## src/rtl/msi_fwd_pkg.sv

```systemverilog
package msi_fwd_pkg;
    typedef enum logic [1:0] {
        ISS_NONE,
        ISS_GEN,
        ISS_EVT,
        ISS_WALK
    } iss_kind_e;
endpackage

```

## src/rtl/msi_fwd_pend.sv

```systemverilog
module msi_fwd_pend #(
    parameter int NSRC = 8,
    localparam int SRC_W = $clog2(NSRC)
) (
    input  logic             clk,
    input  logic             rst_n,
    input  logic [NSRC-1:0]  set_vec,
    input  logic [NSRC-1:0]  clr_vec,
    input  logic             hit,
    input  logic [SRC_W-1:0] hit_idx,
    output logic [NSRC-1:0]  pend_vec
);
    typedef struct packed {
        logic [NSRC-1:0] pend;
    } pend_st_t;

    pend_st_t st_d, st_q;

    always_comb begin
        st_d = st_q;
        st_d.pend = st_q.pend & ~clr_vec;
        if (hit) begin
            st_d.pend[hit_idx] = 1'b0;
        end
        st_d.pend = st_d.pend | set_vec;
        st_d.pend[0] = 1'b0;
    end

    always_ff @(posedge clk) begin
        if (!rst_n) begin
            st_q <= '0;
        end else begin
            st_q <= st_d;
        end
    end

    assign pend_vec = st_q.pend;
endmodule

```

## src/rtl/msi_fwd_walk.sv

```systemverilog
module msi_fwd_walk #(
    parameter int NSRC = 8,
    localparam int SRC_W = $clog2(NSRC)
) (
    input  logic             clk,
    input  logic             rst_n,
    input  logic             restart,
    input  logic             step,
    output logic             active,
    output logic [SRC_W-1:0] cur
);
    localparam logic [SRC_W-1:0] LAST = SRC_W'(NSRC - 1);

    typedef struct packed {
        logic             active;
        logic [SRC_W-1:0] cur;
    } walk_st_t;

    walk_st_t st_d, st_q;

    always_comb begin
        st_d = st_q;
        if (restart) begin
            st_d.active = 1'b1;
            st_d.cur    = SRC_W'(1);
        end else if (step) begin
            if (st_q.cur == LAST) begin
                st_d.active = 1'b0;
            end else begin
                st_d.cur = st_q.cur + SRC_W'(1);
            end
        end
    end

    always_ff @(posedge clk) begin
        if (!rst_n) begin
            st_q <= '0;
        end else begin
            st_q <= st_d;
        end
    end

    assign active = st_q.active;
    assign cur    = st_q.cur;
endmodule

```

## src/rtl/msi_fwd_scan.sv

```systemverilog
module msi_fwd_scan
    import msi_fwd_pkg::*;
#(
    parameter int NSRC    = 8,
    parameter int EIID_W  = 11,
    parameter int GUEST_W = 6,
    parameter int HART_W  = 15,
    localparam int TGT_W  = EIID_W + GUEST_W + HART_W,
    localparam int SRC_W  = $clog2(NSRC)
) (
    input  logic                  clk,
    input  logic                  rst_n,
    input  logic                  ie,
    input  logic [NSRC-1:0]       src_en,
    input  logic [NSRC*TGT_W-1:0] src_target,
    input  logic [NSRC-1:0]       pend_set,
    input  logic [NSRC-1:0]       pend_clr,
    output logic [NSRC-1:0]       pend_vec,
    input  logic                  scan_req,
    input  logic                  evt_req,
    input  logic [SRC_W-1:0]      evt_idx,
    output logic                  evt_take,
    input  logic                  gen_we,
    input  logic [TGT_W-1:0]      gen_wdata,
    output logic [TGT_W-1:0]      gen_rdata,
    output logic                  msg_valid,
    input  logic                  msg_ready,
    output logic [SRC_W-1:0]      msg_src,
    output logic [HART_W-1:0]     msg_hart,
    output logic [GUEST_W-1:0]    msg_guest,
    output logic [EIID_W-1:0]     msg_eiid
);
    localparam int GUEST_LSB = EIID_W;
    localparam int HART_LSB  = EIID_W + GUEST_W;
    localparam logic [TGT_W-1:0] GUEST_MASK =
        {{(TGT_W-GUEST_W){1'b0}}, {GUEST_W{1'b1}}} << GUEST_LSB;

    typedef struct packed {
        logic               valid;
        logic [SRC_W-1:0]   src;
        logic [HART_W-1:0]  hart;
        logic [GUEST_W-1:0] guest;
        logic [EIID_W-1:0]  eiid;
        logic [TGT_W-1:0]   gen_word;
        logic               gen_pend;
    } top_st_t;

    top_st_t st_d, st_q;

    iss_kind_e        kind;
    logic             slot_free;
    logic             walk_active;
    logic [SRC_W-1:0] walk_cur;
    logic             evt_ok;
    logic             walk_ok;
    logic             fwd_hit;
    logic [SRC_W-1:0] fwd_idx;
    logic [TGT_W-1:0] tgt_word;

    msi_fwd_pend #(.NSRC(NSRC)) u_pend (
        .clk      (clk),
        .rst_n    (rst_n),
        .set_vec  (pend_set),
        .clr_vec  (pend_clr),
        .hit      (fwd_hit),
        .hit_idx  (fwd_idx),
        .pend_vec (pend_vec)
    );

    msi_fwd_walk #(.NSRC(NSRC)) u_walk (
        .clk     (clk),
        .rst_n   (rst_n),
        .restart (scan_req),
        .step    (kind == ISS_WALK),
        .active  (walk_active),
        .cur     (walk_cur)
    );

    always_comb begin
        slot_free = !st_q.valid || msg_ready;
        if (st_q.gen_pend && slot_free) begin
            kind = ISS_GEN;
        end else if (evt_req && slot_free) begin
            kind = ISS_EVT;
        end else if (walk_active && slot_free && !scan_req) begin
            kind = ISS_WALK;
        end else begin
            kind = ISS_NONE;
        end

        evt_ok  = ie && (evt_idx != '0) && (int'(evt_idx) < NSRC)
                  && src_en[evt_idx] && pend_vec[evt_idx];
        walk_ok = ie && src_en[walk_cur] && pend_vec[walk_cur];
        fwd_hit = ((kind == ISS_EVT) && evt_ok) || ((kind == ISS_WALK) && walk_ok);
        fwd_idx = (kind == ISS_EVT) ? evt_idx : walk_cur;
        tgt_word = src_target[int'(fwd_idx)*TGT_W +: TGT_W];

        st_d = st_q;
        if (slot_free) begin
            st_d.valid = 1'b0;
        end
        if (fwd_hit) begin
            st_d.valid = 1'b1;
            st_d.src   = fwd_idx;
            st_d.hart  = tgt_word[HART_LSB +: HART_W];
            st_d.guest = tgt_word[GUEST_LSB +: GUEST_W];
            st_d.eiid  = tgt_word[EIID_W-1:0];
        end
        if (kind == ISS_GEN) begin
            st_d.valid    = 1'b1;
            st_d.src      = '0;
            st_d.hart     = st_q.gen_word[HART_LSB +: HART_W];
            st_d.guest    = '0;
            st_d.eiid     = st_q.gen_word[EIID_W-1:0];
            st_d.gen_pend = 1'b0;
        end
        if (gen_we) begin
            st_d.gen_word = gen_wdata & ~GUEST_MASK;
            st_d.gen_pend = 1'b1;
        end
    end

    always_ff @(posedge clk) begin
        if (!rst_n) begin
            st_q <= '0;
        end else begin
            st_q <= st_d;
        end
    end

    assign evt_take  = (kind == ISS_EVT);
    assign gen_rdata = st_q.gen_word;
    assign msg_valid = st_q.valid;
    assign msg_src   = st_q.src;
    assign msg_hart  = st_q.hart;
    assign msg_guest = st_q.guest;
    assign msg_eiid  = st_q.eiid;
endmodule

```

## config.mk

```make
export PLATFORM = sky130hd
export DESIGN_NAME = msi_fwd_scan
export DESIGN_NICKNAME = d
export VERILOG_FILES = /design/src/rtl/msi_fwd_pkg.sv /design/src/rtl/msi_fwd_pend.sv /design/src/rtl/msi_fwd_walk.sv /design/src/rtl/msi_fwd_scan.sv
export SDC_FILE = /design/constraint.sdc
export NUM_CORES = 1
export LEC_CHECK = 0
export BUFFER_PORTS_ARGS = -buffer_cell sky130_fd_sc_hd__clkbuf_2
export CELL_PAD_IN_SITES_DETAIL_PLACEMENT = 1
export CELL_PAD_IN_SITES_GLOBAL_PLACEMENT = 1
export CORE_AREA = 2 2 155 157
export DETAILED_ROUTE_END_ITERATION = 16
export DIE_AREA = 0 0 157 159
export GPL_TIMING_DRIVEN = 0
export PLACE_DENSITY = 0.75
export SYNTH_ARGS = -nofsm -noshare
export SYNTH_HDL_FRONTEND = slang
export SYNTH_SLANG_ARGS = --single-unit
```

## constraint.sdc

```tcl
create_clock -name clk -period 3.9 [get_ports clk]
set_input_delay 1.17 -clock clk [delete_from_list [all_inputs] [get_ports clk]]
set_output_delay 1.17 -clock clk [all_outputs]
set_load 0.02 [all_outputs]
```

==> impl_metrics.py <==
metrics = {
    "clock_network": {
        "clk_path_buf_depth": 2,
        "cts_sinks": 74,
        "cts_setup_buffers": 0,
        "insertion_delay_ns": 0.36,
        "clk_pin_slew_ns": 0.06,
        "cts_hold_buf": 0,
        "cts_root_buffer": "clkbuf_16",
        "ctsResizeCount": 0,
        "h-tree-depth": 3,
        "cts_buffers": 9,
        "cts_tree": "built",
    },
    "placement": {
        "hpwl_um": 28800,
        "io_buffers": 379,
        "gp_congestion": 0.896,
        "place_ws_ns": -0.0310,
    },
    "power": {
        "p_total_w": 0.00262,
        "power_leakage_nw": 4.27,
        "ir_drop_mv": 0.163,
        "p_per_area_nw_per_um2": 285,
    },
    "yosys": {
        "synth_ff_type": "dfxtp_1",
        "syn_area_sq_um": 6540,
        "yosysSeqAreaShare_pct": 22.7,
        "synth_common_cells": "74 x dfxtp_1, 68 x buf_4, 58 x nand3_1, 56 x nand2_1, 51 x clkbuf_1",
        "synth-seq-cells": 74,
        "avgSynthCellArea_sq_um": 7.83,
        "yosysUniqueCellTypes": 56,
        "synthArstFlopShare_pct": 0,
        "synth_area_leader_cell": "dfxtp_1",
        "syn_inst": 835,
        "yosysTopAreaCellShare_pct": 22.7,
        "synth_warnings": 0,
        "synth_edf_count": 0,
        "yosys-top-cells-area": "dfxtp_1 23%, buf_4 7.8%, mux2_2 6.9%",
        "synth.most_common_cell": "dfxtp_1",
    },
    "floorplanning": {
        "die_y_um": 159,
        "die_w_um": 157,
        "rows": 56,
        "core_area_sq_um": 23200,
        "dieArea_sq_um": 25000,
        "start_util_pct": 28.2,
        "ios": 399,
    },
    "worst_setup_path": {
        "cp_top_family": "buffers and inverters",
        "max_stage_delay_ns": 0.49,
        "r2r_cells": 8,
        "path_depth": 6,
        "crit_path_max_fanout": 10,
        "crit_required_ns": 2.73,
        "startpoint_type": "primary input",
        "path_buf_inv": 4,
        "crit_path_top_delay_cell": "clkbuf_1",
        "cpMostUsedCell": "clkbuf_2",
        "worstPathArrival_ns": 2.59,
        "path_class": "primary input to primary output",
        "cp_cell_sequence": "clkbuf_2 > nor2b_2 > nand2_1 > inv_2 > clkbuf_1 > clkbuf_2",
        "endpoint_kind": "primary output",
    },
    "route": {
        "wirelength_um": 35200,
        "num_vias": 8249,
        "wl_per_cell_um": 22.6,
        "wl_met1_um": 15200,
        "viasPerCell": 5.29,
        "ant_nets": 0,
        "wl_met2_um": 16500,
        "dr.pass1.iters": 5,
        "wl_met3_um": 2050,
        "routed.top_layer": "met4",
        "drt_iter0_markers": 367,
        "drc": 0,
    },
    "timing": {
        "hold_violations": 0,
        "finClkSkew_ns": 0.00689,
        "rsz0062_at_grt": "no",
        "finalCriticalPeriod_ns": 3.76,
        "tightest_slew_ns": 1.06,
        "timing.final.crit_share_pct": 96.3,
        "fmax_ghz": 0.266,
        "setup_viol": 0,
        "slew_viol_final": 0,
        "worst_hold_slack_ns": 0.496,
        "fin_ws_ns": 0.144,
        "slew_headroom_pct": 29.6,
    },
    "run": {
        "cap_violations": 0,
    },
    "cells_and_area": {
        "drive_gt1_share_pct": 44.2,
        "final_nets": 1555,
        "fillCellCount": 2968,
        "multi_input_area_sq_um": 4150,
        "regArea_sq_um": 1480,
        "syn_to_final_growth_pct": 40.4,
    },
    "worst_hold_path": {
        "holdPathStages": 2,
        "hold_path.class": "flip-flop to flip-flop",
    },
    "grt": {
        "grt_use_total_pct": 27.8,
        "grt_overflow": 0,
        "grt_pass1_vias": 8839,
        "grt_pass1_wl_um": 52200,
        "grt_max_degree": 16,
        "antenna_found_initial": 4,
    },
    "status": {
        "outcome": "finished clean",
    },
}
-- flip-flops by register name, indices dropped and copies added, names as in the netlist, 3 cells and up --
signal           cells
u_walk.cur           3
msg_src              3
u_pend.pend_vec      7
msg_eiid            11
msg_guest            6
msg_hart            15
gen_rdata           26
-- cells in the final DEF, fill, tap and decap left out, types with 3 or more instances in the layout --
cell       netlist  final
a2111oi_0        6      6
a211o_1         10     10
a211oi_1        22     22
a21boi_0        30     30
a21oi_1         26     26
a311oi_1         4      4
a31oi_1         26     26
a32oi_1         11     11
and2_1           3      3
and3_1          40     40
buf_2           24     24
buf_4           68     68
buf_6            4      4
clkbuf_1        51     51
clkbuf_16        0      9
clkbuf_2         0    379
conb_1           1      7
dfxtp_1         74     74
diode_2          0      5
inv_1           10     10
inv_6            0      3
mux2_2          40     40
mux2i_1         44     44
nand2_1         56     56
nand2b_1         4      4
nand3_1         58     58
nand4_1         18     18
nand4b_1         3      3
nor2_1          43     43
nor2b_1         18     18
o2111ai_1       12     12
o21ai_0         43     43
o21ai_1          3      3
o22ai_1         15     15
o311ai_0         3      3
o32a_1          30     30
-- report_power, final --
group	leakage (nW)	switching, W	internal (W)
clock network	0.145	0.000401	0.000508
logic	3.52	0.000494	0.000388
registers	0.607	0.0000330	0.000795
total	4.27	0.000927	0.00169
-- worst paths after layout --
| path | slack, ns | end | start |
|---|---|---|---|
| min reg2reg | 0.50 | msg_eiid[9] | msg_eiid[9] |
| min | 0.50 | msg_eiid[9] | msg_eiid[9] |
| max | 0.14 | evt_take | evt_req |
| max reg2reg | 0.92 | msg_guest[0] | st_q[0] |
-- metrics by stage --
stage | instance area, sq um | instances | util [%] | setup TNS [ns]
after floorplan | 6560 | 841 | - | 0
after global placement | 8850 | 1539 | 38.2 | -0.00475
after detailed placement | 8850 | 1539 | 38.2 | -0.0310
after CTS | 9160 | 1555 | 39.5 | 0
after global routing | 9170 | 1559 | 39.5 | 0
final | 9170 | 1560 | 39.6 | 0
-- worst min-delay path, stage by stage, from the launching register on --
cell	delay (ns)
dfxtp_1	0.31
nand3_1	0.06
a31oi_1	0.07
-- kinds of logic after synthesis --
kind of cell,Yosys count,synth area share (%)
AO/OA/AOI/OAI,259,28.8
XOR/XNOR,1,0.134
adder cells (fa/ha/maj),2,0.383
buffers and inverters,160,14.2
flip-flops,74,22.7
multiplexers,84,13.6
other,1,0.0574
AND/OR/NAND/NOR,254,20.2
-- layer usage --
layer,GRT usage [%],up-vias
met5,0,-
met4,13.2,0
met3,6.10,79
met2,45.5,335
met1,34.6,3948
li1,-,3887
-- cell type report --
class | instances | share of cell area, %
Timing Repair Buffer | 379 | 20.7
Buffer | 148 | 9.60
Antenna cell | 5 | 0.136
Inverter | 12 | 0.491
Multi-Input combinational cell | 607 | 45.2
Clock inverter | 7 | 0.900
Clock buffer | 9 | 2.45
Sequential cell | 74 | 16.1
Tap cell | 319 | 4.35
(Power assumes the default switching activity.)
